## config.mk

```make
export PLATFORM = sky130hd
export DESIGN_NAME = irq_stack_seq
export DESIGN_NICKNAME = d
export VERILOG_FILES = /design/src/rtl/irqs_pkg.sv /design/src/rtl/irqs_ctrl.sv /design/src/rtl/irqs_sp.sv /design/src/rtl/irqs_ctx.sv /design/src/rtl/irq_stack_seq.sv
export SDC_FILE = /design/constraint.sdc
export NUM_CORES = 1
export LEC_CHECK = 0
export BUFFER_PORTS_ARGS = -buffer_cell sky130_fd_sc_hd__buf_2
export CAP_MARGIN = 40
export CORE_ASPECT_RATIO = 2
export CORE_MARGIN = 3
export CORE_UTILIZATION = 46
export CTS_CLUSTER_DIAMETER = 150
export DETAILED_ROUTE_END_ITERATION = 6
export PLACE_DENSITY = 0.78
export SETUP_SLACK_MARGIN = 0.5
export SYNTH_ARGS = -nofsm -noshare
export SYNTH_HDL_FRONTEND = slang
export SYNTH_SLANG_ARGS = --single-unit
```

## constraint.sdc

```tcl
create_clock -name clk -period 3.3 [get_ports clk]
set_input_delay 0.99 -clock clk [delete_from_list [all_inputs] [get_ports clk]]
set_output_delay 0.99 -clock clk [all_outputs]
set_load 0.02 [all_outputs]
```

## src/rtl/irqs_pkg.sv

```systemverilog
package irqs_pkg;
  localparam int BYTE_W    = 8;
  localparam int REG_W     = 16;
  localparam int NUM_SLOTS = 9;
  localparam int SLOT_W    = $clog2(NUM_SLOTS);

  typedef enum logic [1:0] {
    SEQ_IDLE = 2'd0,
    SEQ_PUSH = 2'd1,
    SEQ_PULL = 2'd2
  } seq_mode_e;

  typedef struct packed {
    logic [REG_W-1:0]  pc;
    logic [REG_W-1:0]  y;
    logic [REG_W-1:0]  x;
    logic [BYTE_W-1:0] a;
    logic [BYTE_W-1:0] b;
    logic [BYTE_W-1:0] ccr;
  } cpu_ctx_t;

  // Slot k is the k-th byte written on entry.
  function automatic logic [BYTE_W-1:0] slot_get(cpu_ctx_t c, logic [SLOT_W-1:0] k);
    logic [BYTE_W-1:0] r;
    case (k)
      4'd0:    r = c.pc[7:0];
      4'd1:    r = c.pc[15:8];
      4'd2:    r = c.y[7:0];
      4'd3:    r = c.y[15:8];
      4'd4:    r = c.x[7:0];
      4'd5:    r = c.x[15:8];
      4'd6:    r = c.a;
      4'd7:    r = c.b;
      default: r = c.ccr;
    endcase
    return r;
  endfunction

  function automatic cpu_ctx_t slot_put(cpu_ctx_t c, logic [SLOT_W-1:0] k, logic [BYTE_W-1:0] d);
    cpu_ctx_t r;
    r = c;
    case (k)
      4'd0:    r.pc[7:0]  = d;
      4'd1:    r.pc[15:8] = d;
      4'd2:    r.y[7:0]   = d;
      4'd3:    r.y[15:8]  = d;
      4'd4:    r.x[7:0]   = d;
      4'd5:    r.x[15:8]  = d;
      4'd6:    r.a        = d;
      4'd7:    r.b        = d;
      default: r.ccr      = d;
    endcase
    return r;
  endfunction
endpackage

```

## src/rtl/irqs_ctrl.sv

```systemverilog
module irqs_ctrl
  import irqs_pkg::*;
(
  input  logic              clk,
  input  logic              rst_n,
  input  logic              entry_req,
  input  logic              instr_done,
  input  logic              ret_req,
  output seq_mode_e         mode,
  output logic [SLOT_W-1:0] slot,
  output logic              take_entry,
  output logic              take_ret,
  output logic              last_step,
  output logic              done
);
  localparam logic [SLOT_W-1:0] LAST = SLOT_W'(NUM_SLOTS - 1);

  seq_mode_e         mode_q, mode_d;
  logic [SLOT_W-1:0] cnt_q, cnt_d;
  logic              done_q, done_d;

  always_comb begin
    take_entry = (mode_q == SEQ_IDLE) && entry_req && instr_done;
    take_ret   = (mode_q == SEQ_IDLE) && ret_req && !take_entry;
    last_step  = (mode_q != SEQ_IDLE) && (cnt_q == LAST);
    mode_d     = mode_q;
    cnt_d      = cnt_q;
    done_d     = last_step;
    if (take_entry) begin
      mode_d = SEQ_PUSH;
      cnt_d  = '0;
    end else if (take_ret) begin
      mode_d = SEQ_PULL;
      cnt_d  = '0;
    end else if (mode_q != SEQ_IDLE) begin
      if (last_step) begin
        mode_d = SEQ_IDLE;
        cnt_d  = '0;
      end else begin
        cnt_d = cnt_q + 1'b1;
      end
    end
  end

  always_ff @(posedge clk or negedge rst_n) begin
    if (!rst_n) begin
      mode_q <= SEQ_IDLE;
      cnt_q  <= '0;
      done_q <= 1'b0;
    end else begin
      mode_q <= mode_d;
      cnt_q  <= cnt_d;
      done_q <= done_d;
    end
  end

  assign mode = mode_q;
  assign slot = (mode_q == SEQ_PULL) ? (LAST - cnt_q) : cnt_q;
  assign done = done_q;
endmodule

```

## src/rtl/irqs_sp.sv

```systemverilog
module irqs_sp
  import irqs_pkg::*;
#(
  parameter int ADDR_W = 16
) (
  input  logic              clk,
  input  logic              rst_n,
  input  seq_mode_e         mode,
  input  logic              load,
  input  logic [ADDR_W-1:0] sp_in,
  output logic [ADDR_W-1:0] addr,
  output logic [ADDR_W-1:0] sp_out
);
  logic [ADDR_W-1:0] sp_q, sp_d;
  logic              sp_en;

  always_comb begin
    sp_en = 1'b1;
    sp_d  = sp_q;
    if (load) begin
      sp_d = sp_in;
    end else begin
      case (mode)
        SEQ_PUSH: sp_d = sp_q - 1'b1;
        SEQ_PULL: sp_d = sp_q + 1'b1;
        default:  sp_en = 1'b0;
      endcase
    end
  end

  always_ff @(posedge clk or negedge rst_n) begin
    if (!rst_n)     sp_q <= '0;
    else if (sp_en) sp_q <= sp_d;
  end

  assign addr   = (mode == SEQ_PUSH) ? (sp_q - 1'b1) : sp_q;
  assign sp_out = sp_q;
endmodule

```

## src/rtl/irqs_ctx.sv

```systemverilog
module irqs_ctx
  import irqs_pkg::*;
#(
  parameter int I_BIT = 4,
  parameter int X_BIT = 6
) (
  input  logic              clk,
  input  logic              rst_n,
  input  seq_mode_e         mode,
  input  logic [SLOT_W-1:0] slot,
  input  logic              take_entry,
  input  logic              entry_nmi,
  input  logic              last_step,
  input  cpu_ctx_t          ctx_in,
  input  logic [BYTE_W-1:0] rd_byte,
  output logic [BYTE_W-1:0] wr_byte,
  output cpu_ctx_t          ctx_out
);
  cpu_ctx_t ctx_q, ctx_d;
  logic     nmi_q, nmi_d;
  logic     ctx_en;

  always_comb begin
    ctx_en = 1'b1;
    ctx_d  = ctx_q;
    nmi_d  = nmi_q;
    if (take_entry) begin
      ctx_d = ctx_in;
      nmi_d = entry_nmi;
    end else if (mode == SEQ_PULL) begin
      ctx_d = slot_put(ctx_q, slot, rd_byte);
    end else if (mode == SEQ_PUSH && last_step) begin
      ctx_d.ccr[I_BIT] = 1'b1;
      if (nmi_q) ctx_d.ccr[X_BIT] = 1'b1;
    end else begin
      ctx_en = 1'b0;
    end
  end

  always_ff @(posedge clk or negedge rst_n) begin
    if (!rst_n) begin
      ctx_q <= '0;
      nmi_q <= 1'b0;
    end else if (ctx_en) begin
      ctx_q <= ctx_d;
      nmi_q <= nmi_d;
    end
  end

  assign wr_byte = slot_get(ctx_q, slot);
  assign ctx_out = ctx_q;
endmodule

```

## src/rtl/irq_stack_seq.sv

```systemverilog
module irq_stack_seq
  import irqs_pkg::*;
#(
  parameter int ADDR_W = 16,
  parameter int I_BIT  = 4,
  parameter int X_BIT  = 6
) (
  input  logic              clk,
  input  logic              rst_n,
  input  logic              entry_req,
  input  logic              entry_nmi,
  input  logic              instr_done,
  input  logic              ret_req,
  input  logic [ADDR_W-1:0] sp_in,
  input  logic [15:0]       pc_in,
  input  logic [15:0]       y_in,
  input  logic [15:0]       x_in,
  input  logic [7:0]        a_in,
  input  logic [7:0]        b_in,
  input  logic [7:0]        ccr_in,
  output logic              mem_we,
  output logic              mem_re,
  output logic [ADDR_W-1:0] mem_addr,
  output logic [7:0]        mem_wdata,
  input  logic [7:0]        mem_rdata,
  output logic              busy,
  output logic              done,
  output logic [ADDR_W-1:0] sp_out,
  output logic [15:0]       pc_out,
  output logic [15:0]       y_out,
  output logic [15:0]       x_out,
  output logic [7:0]        a_out,
  output logic [7:0]        b_out,
  output logic [7:0]        ccr_out
);
  seq_mode_e         mode;
  logic [SLOT_W-1:0] slot;
  logic              take_entry, take_ret, last_step;
  cpu_ctx_t          ctx_in, ctx_out;

  assign ctx_in = '{pc: pc_in, y: y_in, x: x_in, a: a_in, b: b_in, ccr: ccr_in};

  irqs_ctrl u_ctrl (
    .clk        (clk),
    .rst_n      (rst_n),
    .entry_req  (entry_req),
    .instr_done (instr_done),
    .ret_req    (ret_req),
    .mode       (mode),
    .slot       (slot),
    .take_entry (take_entry),
    .take_ret   (take_ret),
    .last_step  (last_step),
    .done       (done)
  );

  irqs_sp #(.ADDR_W(ADDR_W)) u_sp (
    .clk    (clk),
    .rst_n  (rst_n),
    .mode   (mode),
    .load   (take_entry | take_ret),
    .sp_in  (sp_in),
    .addr   (mem_addr),
    .sp_out (sp_out)
  );

  irqs_ctx #(.I_BIT(I_BIT), .X_BIT(X_BIT)) u_ctx (
    .clk        (clk),
    .rst_n      (rst_n),
    .mode       (mode),
    .slot       (slot),
    .take_entry (take_entry),
    .entry_nmi  (entry_nmi),
    .last_step  (last_step),
    .ctx_in     (ctx_in),
    .rd_byte    (mem_rdata),
    .wr_byte    (mem_wdata),
    .ctx_out    (ctx_out)
  );

  assign busy    = (mode != SEQ_IDLE);
  assign mem_we  = (mode == SEQ_PUSH);
  assign mem_re  = (mode == SEQ_PULL);
  assign pc_out  = ctx_out.pc;
  assign y_out   = ctx_out.y;
  assign x_out   = ctx_out.x;
  assign a_out   = ctx_out.a;
  assign b_out   = ctx_out.b;
  assign ccr_out = ctx_out.ccr;
endmodule

```

==> run summary <==
========================================================================================
Die Span X                                                                  87.1 microns
# setup viols final                                                                    2
Worst setup slack after layout                                                -0.0154 ns
Commonest non-fill, non-tap cells in the layout                             sky130_fd_sc_hd__buf_2, sky130_fd_sc_hd__dfrtp_1, sky130_fd_sc_hd__nand2_1
Total routing usage reported by global routing                                     30.7%
Failing checks                                                              setup timing
Worst path max stage delay                                                       0.43 ns
Launch point of the critical path                                           u_ctrl.cnt_q[0]$_DFFE_PN0P_
Unrepaired setup endpoints after global routing                                      yes
Total of buffers placed on input and output ports                                    217
Total power consumption of the routed design                                    0.0108 W
Layout area overhead                                                               41.3%
Vias per std cell                                                                   6.09
Outcome                                                                     complete, but fails checks
Vertical extent of the die                                                   168 microns
Mean instance size in the synthesized netlist                                 8.57 sq um
Leak pwr                                                                         3.95 nW
Number of cells after detailed placement                                           1,039
Endpoint class of the critical path                                           output pin
Slew at the pin closest to its max-slew limit                                   0.858 ns
Core area                                                                   12,700 sq um
GR Util met1                                                                       32.0%
Sinks on the clock net                                                                96
Master cell of the clock root buffer                                        sky130_fd_sc_hd__clkbuf_16
Cell chain of the critical path                                             buf_6 > or3_4 > a32oi_4 > buf_6 > o22ai_1 > a211o_1 > buf_6
Met3 capacity usage during global routing                                          4.26%
Cell row count                                                                        58
Prevailing post-synth register cell                                         sky130_fd_sc_hd__dfrtp_1
Htree depth                                                                            3
Worst path buffer plus inverter count                                                  3
Fill cell count                                                                    1,045
Clk_skew                                                                       0.0114 ns
Synthesized cell area                                                         6040 sq um
Longest Clk Path Bufs                                                                  2
Most used routing layer in global routing                                           met2
DP Area                                                                       7440 sq um
Slowest cell on the critical path                                           sky130_fd_sc_hd__dfrtp_2
Crit-path max FO                                                                       7
Class of the most critical hold timing path                                   reg -> reg
Routed WL per cell                                                          21.1 microns
Total die area                                                              14,600 sq um
Number of antenna violations at the first check in global routing                      0
Clock insertion delay at the later pin of the skew report                        0.34 ns
Antenna Violating Nets Remaining                                                       0
Min-Delay Startpoint                                                        u_ctx.nmi_q$_DFFE_PN0P_
Count of yosys warnings during synthesis                                               0
Final global-route overflow total                                                      0
Remaining DRCs                                                                         0
Post-synth ARST share                                                               100%
Final design utilization                                                           67.2%
Post-synthesis cell count                                                            705
Worst vdd ir                                                                  0.000923 V
Diode count                                                                            0
Crit-path most repeated cell                                                sky130_fd_sc_hd__buf_6
Max-cap violations                                                                     0
Post-route minimum period                                                        3.32 ns
Maximum clock rate                                                             0.302 GHz
Final clock period utilization by the worst path                                    100%
Count of state elements after synthesis                                               96
Setup crit start kind                                                           register
CTS tree                                                                           built
Power per cell area                                                         1260 nW/um^2
Pins over their slew limit                                                             0
Cell family with most CP delay                                              compound AO/OA/AOI/OAI gates
Clock-pin slew of the registers on the worst-case setup and hold paths           0.07 ns
Top-Level Pins                                                                       218
Routability-driven placement congestion ratio                                       1.03
DR iter-0 viols                                                                      485
Sequential cell area                                                          2410 sq um
Final Hold Fails                                                                       0
Data arrival at the endpoint of the critical path                                2.33 ns
Final net count                                                                    1,057
Number of enable flip-flop cells after synthesis                                       0
Final Instance Area                                                           8540 sq um
Number of search-and-repair iterations in the first detailed-routing pass              5
Share of post-route cells with drive strength above 1                              40.9%
Max transition margin                                                              42.4%
Part of the Yosys area used for sequential elements                                39.8%
CP Class                                                                      reg -> out
Hpwl dp                                                                          16.3 mm
Number of nets in the synthesized netlist                                            816
Total number of vias                                                               6,701
Vias in the first global route                                                     6,509
Total length of routed wires                                                     23.2 mm
Finished Layout Cells                                                              1,101
Count of distinct cell types in the synthesized netlist                               58
DP Worst Slack                                                                  0.121 ns
Initial core utilization                                                           47.6%
Most common cell after layout, fill and taps aside                          sky130_fd_sc_hd__buf_2
Reg-to-reg startpoint                                                       u_ctrl.mode[1]$_DFFE_PN0P_
Area occupied by multi-input gates                                            3670 sq um
Largest net degree at the start of global routing                                     56
Req. time, crit path                                                             2.31 ns
TritonCTS Buffers                                                                      9
Met2 usage                                                                         55.0%
Wire length of the first global-routing pass                                     34.6 mm
========================================================================================
==> area by class of cell <==
type	instances	area share, %
Inverter	16	0.791
Tap cell	150	2.20
Multi-Input combinational cell	531	43.0
Sequential cell	96	28.3
Timing Repair Buffer	292	22.0
Clock inverter	7	1.08
Clock buffer	9	2.64
==> kinds of logic (layout without fill, tap and decap cells) <==
| logic type | Yosys count | after routing | share of synthesized area (%) |
|---|---|---|---|
| flip-flops | 96 | 96 | 39.8 |
| XOR/XNOR | 31 | 31 | 4.49 |
| multiplexers | 57 | 57 | 9.50 |
| AND/OR/NAND/NOR | 216 | 217 | 17.4 |
| adder cells (fa/ha/maj) | 9 | 9 | 1.86 |
| AO/OA/AOI/OAI | 217 | 217 | 20.8 |
| buffers and inverters | 79 | 324 | 6.23 |
==> through the flow <==
step / hold WS [ns] / TNS [ns]
after floorplan: 0.446 / 0
after global placement: 0.463 / 0
after detailed placement: 0.467 / 0
after CTS: 0.490 / 0
after global routing: 0.527 / -0.363
final: 0.492 / -0.0293
==> synth_stat cells (2+ instances only) <==
| master | n | area share [%] |
|---|---|---|
| sky130_fd_sc_hd__and2_1 | 3 | 0.31 |
| sky130_fd_sc_hd__inv_1 | 15 | 0.93 |
| sky130_fd_sc_hd__or3_1 | 3 | 0.31 |
| sky130_fd_sc_hd__nor3b_1 | 2 | 0.25 |
| sky130_fd_sc_hd__a32oi_1 | 4 | 0.58 |
| sky130_fd_sc_hd__o32ai_1 | 3 | 0.43 |
| sky130_fd_sc_hd__o31ai_1 | 4 | 0.50 |
| sky130_fd_sc_hd__nor2_1 | 55 | 3.4 |
| sky130_fd_sc_hd__or4_4 | 2 | 0.37 |
| sky130_fd_sc_hd__dfrtp_1 | 96 | 40 |
| sky130_fd_sc_hd__nand4_1 | 3 | 0.31 |
| sky130_fd_sc_hd__nor4_1 | 13 | 1.3 |
| sky130_fd_sc_hd__xor2_1 | 19 | 2.8 |
| sky130_fd_sc_hd__nand2_1 | 88 | 5.5 |
| sky130_fd_sc_hd__nor3_1 | 16 | 1.3 |
| sky130_fd_sc_hd__xnor2_1 | 12 | 1.7 |
| sky130_fd_sc_hd__or2_2 | 5 | 0.52 |
| sky130_fd_sc_hd__a211o_1 | 8 | 1.2 |
| sky130_fd_sc_hd__nor4_4 | 3 | 1.1 |
| sky130_fd_sc_hd__nand3_1 | 6 | 0.50 |
| sky130_fd_sc_hd__clkbuf_8 | 3 | 0.68 |
| sky130_fd_sc_hd__buf_6 | 3 | 0.56 |
| sky130_fd_sc_hd__a21oi_1 | 80 | 6.6 |
| sky130_fd_sc_hd__mux2i_1 | 56 | 9.3 |
| sky130_fd_sc_hd__a31oi_1 | 2 | 0.21 |
| sky130_fd_sc_hd__ha_1 | 9 | 1.9 |
| sky130_fd_sc_hd__o21ai_0 | 73 | 6.0 |
| sky130_fd_sc_hd__nand2b_1 | 4 | 0.41 |
| sky130_fd_sc_hd__a22oi_1 | 16 | 2.0 |
| sky130_fd_sc_hd__nor2b_1 | 2 | 0.21 |
| sky130_fd_sc_hd__o22ai_1 | 18 | 1.9 |
| sky130_fd_sc_hd__buf_2 | 12 | 0.99 |
| sky130_fd_sc_hd__clkbuf_1 | 42 | 2.6 |
==> tightest hold or removal path, delay by kind of cell (launching register included) <==
family,cells,cell delay [ns]
DFF,1,0.35
and+or+nand+nor,2,0.11
==> flip-flops by register name, indices dropped and copies added (netlist names) <==
register       flops
u_ctx.ctx_out     72
u_ctrl.done        1
u_sp.sp_out       16
u_ctx.nmi_q        1
u_ctrl.mode        2
u_ctrl.cnt_q       4
==> worst paths after layout <==
check	slack, ns	depth (start not counted)	to
max in group asynchronous	1.92	2	u_ctx.ctx_out[27]$_DFFE_PN0P_
min reg2reg	0.49	2	u_ctx.nmi_q$_DFFE_PN0P_
min	0.49	2	u_ctx.nmi_q$_DFFE_PN0P_
min in group asynchronous	0.65	1	u_sp.sp_out[15]$_DFFE_PN0P_
max	-0.02	7	mem_wdata[6]
max reg2reg	0.75	9	u_sp.sp_out[14]$_DFFE_PN0P_
==> repair_timing <==
item | CTS | global route
endpoints found under the setup margin | 21 | 21
endpoints found under the hold margin | 0 | 0
hold buffers | 0 | 0
cloned | 3 | 0
pin swaps | 18 | 15
gates resized for setup | 71 | 31
buffers inserted | 34 | 9
==> power breakdown <==
part,leakage [nW],internal [W],switching [W],total (W)
combinational,2.66,0.00300,0.00418,0.00719
clock,0.160,0.000666,0.000471,0.00114
sequential,1.13,0.00178,0.000668,0.00245
total,3.95,0.00545,0.00532,0.0108
==> per-layer routing <==
| layer | up-vias | routed length, microns |
|---|---|---|
| met5 | - | 0 |
| met4 | 0 | 1810 |
| met3 | 108 | 1640 |
| met2 | 424 | 12400 |
| met1 | 3177 | 7360 |
| li1 | 2992 | - |
Power figures use the tool's default switching activity.
